[config.mk]
export PLATFORM = sky130hd
export DESIGN_NAME = uart_aux_unit
export DESIGN_NICKNAME = d
export VERILOG_FILES = /design/src/rtl/uart_aux_pkg.sv /design/src/rtl/uart_aux_datapath.sv /design/src/rtl/uart_aux_control.sv /design/src/rtl/uart_aux_unit.sv
export SDC_FILE = /design/constraint.sdc
export NUM_CORES = 1
export LEC_CHECK = 0
export BUFFER_PORTS_ARGS = -buffer_cell sky130_fd_sc_hd__buf_2
export CORE_AREA = 2 2 45 47
export DETAILED_ROUTE_END_ITERATION = 8
export DIE_AREA = 0 0 47 49
export PLACE_DENSITY = 0.81
export SLEW_MARGIN = 20
export SYNTH_ARGS = -nofsm -noshare
export SYNTH_HDL_FRONTEND = slang
export SYNTH_SLANG_ARGS = --single-unit
export TNS_END_PERCENT = 5
[constraint.sdc]
create_clock -name clk -period 3.5 [get_ports clk]
set_input_delay 0.7 -clock clk [delete_from_list [all_inputs] [get_ports clk]]
set_output_delay 0.7 -clock clk [all_outputs]
set_load 0.01 [all_outputs]
[src/rtl/uart_aux_pkg.sv]
package uart_aux_pkg;
  localparam int POS_TSR_MODE = 0;
  localparam int POS_SW_RESET = 1;
  localparam int POS_FLOW_SEL = 2;
  localparam int POS_RX_EDGE  = 4;
  localparam logic [7:0] WR_MASK = 8'b0001_0101;

  typedef struct packed {
    logic regLoad;
    logic rstBusy;
  } auxStrobe_t;

  typedef enum logic {
    PWR_AWAKE  = 1'b0,
    PWR_ASLEEP = 1'b1
  } pwrState_t;
endpackage

[src/rtl/uart_aux_datapath.sv]
module uart_aux_datapath
  import uart_aux_pkg::*;
#(
  parameter int LEVEL_W     = 8,
  parameter int SYNC_STAGES = 2
) (
  input  logic               clk,
  input  logic               rstN,
  input  auxStrobe_t         strb,
  input  logic [7:0]         wrData,
  input  logic               rxIn,
  input  logic [LEVEL_W-1:0] txLevel,
  input  logic [LEVEL_W-1:0] txTrigger,
  input  logic               tsrIdle,
  input  logic               flowReady,
  input  logic               rtsGp,
  input  logic               dtrGp,
  input  logic               ctsIn,
  input  logic               dsrIn,
  output logic [7:0]         rdData,
  output logic               rxEdgeMode,
  output logic               rxSync,
  output logic               rxEdge,
  output logic               txEmptyIrq,
  output logic               rtsOut,
  output logic               dtrOut,
  output logic               flowClear
);
  logic [7:0] ctrlBits;
  logic [SYNC_STAGES-1:0] syncChain;
  logic rxPrev;
  logic tsrMode, flowDtr;
  logic belowTrig, fifoDrained, irqNext;

  always_ff @(posedge clk or negedge rstN) begin
    if (!rstN) ctrlBits <= '0;
    else if (strb.regLoad) ctrlBits <= wrData & WR_MASK;
  end

  assign tsrMode    = ctrlBits[POS_TSR_MODE];
  assign flowDtr    = ctrlBits[POS_FLOW_SEL];
  assign rxEdgeMode = ctrlBits[POS_RX_EDGE];

  always_comb begin
    rdData = ctrlBits;
    rdData[POS_SW_RESET] = strb.rstBusy;
  end

  // receive synchronizer, idle-high line
  generate
    for (genvar s = 0; s < SYNC_STAGES; s++) begin : g_sync
      if (s == 0) begin : g_first
        always_ff @(posedge clk or negedge rstN) begin
          if (!rstN) syncChain[0] <= 1'b1;
          else       syncChain[0] <= rxIn;
        end
      end else begin : g_next
        always_ff @(posedge clk or negedge rstN) begin
          if (!rstN) syncChain[s] <= 1'b1;
          else       syncChain[s] <= syncChain[s-1];
        end
      end
    end
  endgenerate

  assign rxSync = syncChain[SYNC_STAGES-1];

  always_ff @(posedge clk or negedge rstN) begin
    if (!rstN) rxPrev <= 1'b1;
    else       rxPrev <= rxSync;
  end

  assign rxEdge = rxSync ^ rxPrev;

  // transmit-empty interrupt
  always_comb begin
    fifoDrained = (txLevel == '0);
    belowTrig   = !fifoDrained && (txLevel < txTrigger);
    irqNext     = belowTrig || (fifoDrained && (!tsrMode || tsrIdle));
  end

  always_ff @(posedge clk or negedge rstN) begin
    if (!rstN) txEmptyIrq <= 1'b0;
    else       txEmptyIrq <= irqNext;
  end

  // flow-control pair routing
  always_comb begin
    if (flowDtr) begin
      dtrOut    = flowReady;
      rtsOut    = rtsGp;
      flowClear = dsrIn;
    end else begin
      rtsOut    = flowReady;
      dtrOut    = dtrGp;
      flowClear = ctsIn;
    end
  end

  AST_IRQ_HELD_TSR: assert property (@(posedge clk) disable iff (!rstN)
    $past(tsrMode && (txLevel == '0) && !tsrIdle) |-> !txEmptyIrq);
  AST_IRQ_BELOW_TRIG: assert property (@(posedge clk) disable iff (!rstN)
    $past((txLevel != '0) && (txLevel < txTrigger)) |-> txEmptyIrq);
  AST_IRQ_ABOVE_TRIG: assert property (@(posedge clk) disable iff (!rstN)
    $past((txLevel != '0) && (txLevel >= txTrigger)) |-> !txEmptyIrq);
endmodule

[src/rtl/uart_aux_control.sv]
module uart_aux_control
  import uart_aux_pkg::*;
#(
  parameter int RST_CYCLES = 4
) (
  input  logic       clk,
  input  logic       rstN,
  input  logic       wrEn,
  input  logic       wrSwRst,
  input  logic       rxEdgeMode,
  input  logic       rxSync,
  input  logic       rxEdge,
  input  logic       sleepEn,
  input  logic       intPending,
  input  logic       fifosEmpty,
  output auxStrobe_t strb,
  output logic       swResetOut,
  output logic       sleepMode,
  output logic       wakePulse
);
  localparam int CNT_W = $clog2(RST_CYCLES + 1);

  logic [CNT_W-1:0] rstCnt;
  pwrState_t pwrState, pwrNext;
  logic rxWake, enterOk, leaveReq;

  // software reset sequencer
  always_ff @(posedge clk or negedge rstN) begin
    if (!rstN)                               rstCnt <= '0;
    else if (wrEn && wrSwRst && rstCnt == '0) rstCnt <= CNT_W'(RST_CYCLES);
    else if (rstCnt != '0)                    rstCnt <= rstCnt - 1'b1;
  end

  assign swResetOut   = (rstCnt != '0);
  assign strb.regLoad = wrEn;
  assign strb.rstBusy = swResetOut;

  // sleep arbiter
  always_comb begin
    rxWake   = rxEdgeMode ? rxEdge : !rxSync;
    enterOk  = sleepEn && !intPending && fifosEmpty && (rxEdgeMode || rxSync);
    leaveReq = !sleepEn || intPending || !fifosEmpty || rxWake;
    pwrNext  = pwrState;
    case (pwrState)
      PWR_AWAKE:  if (enterOk)  pwrNext = PWR_ASLEEP;
      PWR_ASLEEP: if (leaveReq) pwrNext = PWR_AWAKE;
      default:    pwrNext = PWR_AWAKE;
    endcase
  end

  always_ff @(posedge clk or negedge rstN) begin
    if (!rstN) begin
      pwrState  <= PWR_AWAKE;
      wakePulse <= 1'b0;
    end else begin
      pwrState  <= pwrNext;
      wakePulse <= (pwrState == PWR_ASLEEP) && leaveReq;
    end
  end

  assign sleepMode = (pwrState == PWR_ASLEEP);

  logic [CNT_W:0] busyLen;
  always_ff @(posedge clk or negedge rstN) begin
    if (!rstN)           busyLen <= '0;
    else if (swResetOut) busyLen <= busyLen + 1'b1;
    else                 busyLen <= '0;
  end

  AST_RST_NOT_LONG: assert property (@(posedge clk) disable iff (!rstN)
    swResetOut |-> (int'(busyLen) < RST_CYCLES));
  AST_RST_FULL_LEN: assert property (@(posedge clk) disable iff (!rstN)
    $fell(swResetOut) |-> (int'(busyLen) == RST_CYCLES));
  AST_NO_SLEEP_RX_LOW: assert property (@(posedge clk) disable iff (!rstN)
    (!sleepMode && !rxEdgeMode && !rxSync) |=> !sleepMode);
  AST_EDGE_HOLD: assert property (@(posedge clk) disable iff (!rstN)
    (sleepMode && rxEdgeMode && !rxEdge && sleepEn && !intPending && fifosEmpty)
      |=> sleepMode);
  AST_ENTRY_GATED: assert property (@(posedge clk) disable iff (!rstN)
    (!sleepMode && (!sleepEn || intPending || !fifosEmpty)) |=> !sleepMode);
  AST_WAKE_SINGLE: assert property (@(posedge clk) disable iff (!rstN)
    wakePulse |=> !wakePulse);
  AST_WAKE_AFTER_SLEEP: assert property (@(posedge clk) disable iff (!rstN)
    wakePulse |-> (!sleepMode && $past(sleepMode)));
endmodule

[src/rtl/uart_aux_unit.sv]
module uart_aux_unit
  import uart_aux_pkg::*;
#(
  parameter int LEVEL_W     = 8,
  parameter int RST_CYCLES  = 4,
  parameter int SYNC_STAGES = 2
) (
  input  logic               clk,
  input  logic               rstN,
  input  logic               wrEn,
  input  logic [7:0]         wrData,
  output logic [7:0]         rdData,
  input  logic               rxIn,
  input  logic               sleepEn,
  input  logic               intPending,
  input  logic               fifosEmpty,
  input  logic [LEVEL_W-1:0] txLevel,
  input  logic [LEVEL_W-1:0] txTrigger,
  input  logic               tsrIdle,
  input  logic               flowReady,
  input  logic               rtsGp,
  input  logic               dtrGp,
  input  logic               ctsIn,
  input  logic               dsrIn,
  output logic               rtsOut,
  output logic               dtrOut,
  output logic               flowClear,
  output logic               swResetOut,
  output logic               sleepMode,
  output logic               wakePulse,
  output logic               txEmptyIrq
);
  auxStrobe_t strb;
  logic rxEdgeMode, rxSync, rxEdge;

  uart_aux_control #(.RST_CYCLES(RST_CYCLES)) u_ctrl (
    .clk(clk), .rstN(rstN), .wrEn(wrEn), .wrSwRst(wrData[POS_SW_RESET]),
    .rxEdgeMode(rxEdgeMode), .rxSync(rxSync), .rxEdge(rxEdge),
    .sleepEn(sleepEn), .intPending(intPending), .fifosEmpty(fifosEmpty),
    .strb(strb), .swResetOut(swResetOut), .sleepMode(sleepMode),
    .wakePulse(wakePulse)
  );

  uart_aux_datapath #(.LEVEL_W(LEVEL_W), .SYNC_STAGES(SYNC_STAGES)) u_dp (
    .clk(clk), .rstN(rstN), .strb(strb), .wrData(wrData), .rxIn(rxIn),
    .txLevel(txLevel), .txTrigger(txTrigger), .tsrIdle(tsrIdle),
    .flowReady(flowReady), .rtsGp(rtsGp), .dtrGp(dtrGp), .ctsIn(ctsIn),
    .dsrIn(dsrIn), .rdData(rdData), .rxEdgeMode(rxEdgeMode),
    .rxSync(rxSync), .rxEdge(rxEdge), .txEmptyIrq(txEmptyIrq),
    .rtsOut(rtsOut), .dtrOut(dtrOut), .flowClear(flowClear)
  );
endmodule

==> metrics.csv <==
stage,metric,value,unit
status,status,"complete, no violations",
die,dieArea,2300,um2
power,p_total,433,uW
timing,rsz0062_at_grt,false,
clocking,cts.clk_slew.worst_paths,0.07,ns
synthesis,ys_ff_latch,12,
worst_setup_path,cp-start-kind,flip-flop,
timing,hold_violations,0,
clocking,post_cts_buffers,0,
power,ir_drop,0.000194,V
die,die_width,47,um
grt,grt_overflow_total,0,
flow_run,cap_violations,0,
grt,grt_first_pass_wirelength,2.39,mm
worst_setup_path,worstPathCellList,"inv_1, ha_1, nor2b_1, inv_1, buf_2",
placed_design,port-buffer-count,43,
worst_setup_path,cp_slowest_cell,dfrtp_1,
die,initial_utilization,40.6,%
drt,vias_per_cell,4.64,
worst_hold_path,hold_class,input port to asynchronous set/reset pin,
clocking,numCtsBuffers,3,
drt,drt_iter0_drc,3,
cells_and_area,final_cells,146,
cells_and_area,diodes,0,
placed_design,dp_cells,142,
synthesis,synth.distinct_cells,23,
worst_setup_path,end_kind,output port,
timing,fin_crit,2.07,ns
die,pin_count,52,
timing,setup_viol,0,
clocking,ctsHoldBuffers,0,
cells_and_area,design_area,998,um2
power,power.density,433,nW/um2
worst_setup_path,worstPathMaxFanout,3,
drt,vias,678,
power,p_leak,0.547,nW
timing,fin_crit_sh,59.0,%
cells_and_area,postLayoutCoreUtil,54.2,%
worst_setup_path,max_stage_delay,0.39,ns
timing,drv_slew,0,
grt,antenna_found_initial,0,
grt,grt_max_degree,13,
drt,firstDrtPassIters,2,
synthesis,synth_area_leaders,"dfrtp_1 (30%), ha_1 (15%), dfstp_2 (11%)",
die,rows,16,
cells_and_area,finalNetCount,166,
synthesis,synthCells,75,
placed_design,dp_hpwl,1.35,mm
worst_setup_path,required,2.80,ns
synthesis,synthesis.area_per_instance,9.96,um2
timing,skew,0.00462,ns
worst_setup_path,path_class,flip-flop to output port,
worst_setup_path,path_common_cell,inv_1,
synthesis,seq_area_frac_synth,40.7,%
timing,setup_tns,0,ns
timing,holdWs,0.286,ns
placed_design,placed_cell_area,962,um2
placed_design,gp_congestion,0.645,
grt,grt_pass1_vias,658,
clocking,cts_tree,done,
die,die_y,49,um
timing,max_freq,484,MHz
clocking,h-tree-depth,1,
cells_and_area,synthToLayoutAreaGrowth,33.7,%
worst_setup_path,cp.arrival,1.37,ns
cells_and_area,drive_gt1_share,47.1,%
clocking,cts_resized,0,
synthesis,yosysTopAreaCellShare,30.2,%
synthesis,yosys.area.top_type,dfrtp_1,
timing,worst_slack,1.43,ns
worst_setup_path,r2r_cells,7,
cells_and_area,fill_cells,182,
drt,post-route-drc-count,0,
clocking,cts_buffer_depth,2,
synthesis,yosysWarnings,0,
die,core_area,1840,um2
drt,drtAntennaViolNets,0,
grt,grt.total_usage,14.2,%
clocking,root_buffer,clkbuf_4,
clocking,cts_num_sinks,12,
drt,finalWirelength,1.51,mm
drt,wl_per_cell,10.3,um
clocking,worst_skew_pair.late_latency,0.27,ns
synthesis,netlist_area,747,um2
placed_design,dpl_worst_slack,1.55,ns
final timing paths:
check                                   from                to  slack [ns]
max                         u_ctrl.rstCnt[0]         rdData[1]        1.43
min in group clk           u_dp.syncChain[0]       u_dp.rxSync        0.36
min                                     rstN  u_ctrl.sleepMode        0.29
max reg2reg                 u_ctrl.rstCnt[0]  u_ctrl.rstCnt[0]        2.14
max in group asynchronous               rstN       u_dp.rxSync        2.94
min reg2reg                u_dp.syncChain[0]       u_dp.rxSync        0.36
logic make-up after synthesis:
group | after synthesis | synth area share (%)
other | 1 | 0.502
buffers and inverters | 18 | 12.1
flip-flops | 12 | 40.7
adder cells (fa/ha/maj) | 9 | 15.1
AND/OR/NAND/NOR | 16 | 12.4
AO/OA/AOI/OAI | 14 | 11.7
multiplexers | 5 | 7.54
report_power, final:
| group | switching [mW] | leakage [nW] | internal (mW) | total (mW) |
|---|---|---|---|---|
| Sequential | 0.0160 | 0.140 | 0.167 | 0.183 |
| Clock | 0.0447 | 0.0210 | 0.0632 | 0.108 |
| Combinational | 0.0737 | 0.385 | 0.0684 | 0.142 |
critical path, delay by kind of cell, from the launching register on:
kind                       cells  cell delay (ns)
DFF                            1             0.39
and+or+nand+nor                1             0.21
buffers and inverters          3             0.31
adders and majority gates      1             0.18
sequential cells by signal, indices dropped and copies added, names as in the netlist:
register	flops
u_ctrl.rstCnt	3
u_dp.ctrlBits	3
u_ctrl.sleepMode	1
u_ctrl.wakePulse	1
u_dp.rxPrev	1
u_dp.rxSync	1
u_dp.syncChain	1
u_dp.txEmptyIrq	1
placed cells by master, fill, tap and decap left out:
cell / instances
or4_4: 1
a21oi_1: 4
a211oi_1: 2
o41ai_1: 1
inv_1: 12
nand4_1: 1
mux2_2: 5
conb_1: 4
and4b_1: 1
nand2_1: 5
o21ai_0: 3
or4_1: 1
a311oi_1: 1
clkbuf_8: 1
o21ai_1: 1
nor2_1: 2
dfrtp_1: 9
dfstp_2: 3
o211ai_1: 1
ha_1: 9
clkbuf_4: 3
nor2b_1: 4
buf_2: 43
nor4_1: 1
a21o_1: 1
routing by layer:
layer	vias up	GRT usage, %	share of wire [%]
met2	29	26.5	55
met4	0	2.78	0
li1	334	-	-
met5	-	0	0
met3	0	5.19	8.0
met1	315	14.3	37
area by class of cell:
type / instances / area (um2) / area share (%)
repair buffers: 43 / 215 / 21.6
flip-flops and latches: 12 / 304 / 30.5
well taps: 27 / 33.8 / 3.38
inverters: 12 / 45.0 / 4.51
clock buffers: 4 / 36.3 / 3.63
multi-input cells: 48 / 364 / 36.5
synthesized netlist by cell type (all sizes together):
cell / number
mux2: 5
nor4: 1
conb: 1
or4: 2
o41ai: 1
dfstp: 3
and4b: 1
o211ai: 1
nand4: 1
a211oi: 2
buf: 6
dfrtp: 9
nand2: 5
o21ai: 4
nor2: 2
inv: 12
a21oi: 4
a311oi: 1
nor2b: 4
a21o: 1
ha: 9
No activity file was read; power rests on OpenSTA's default activity.
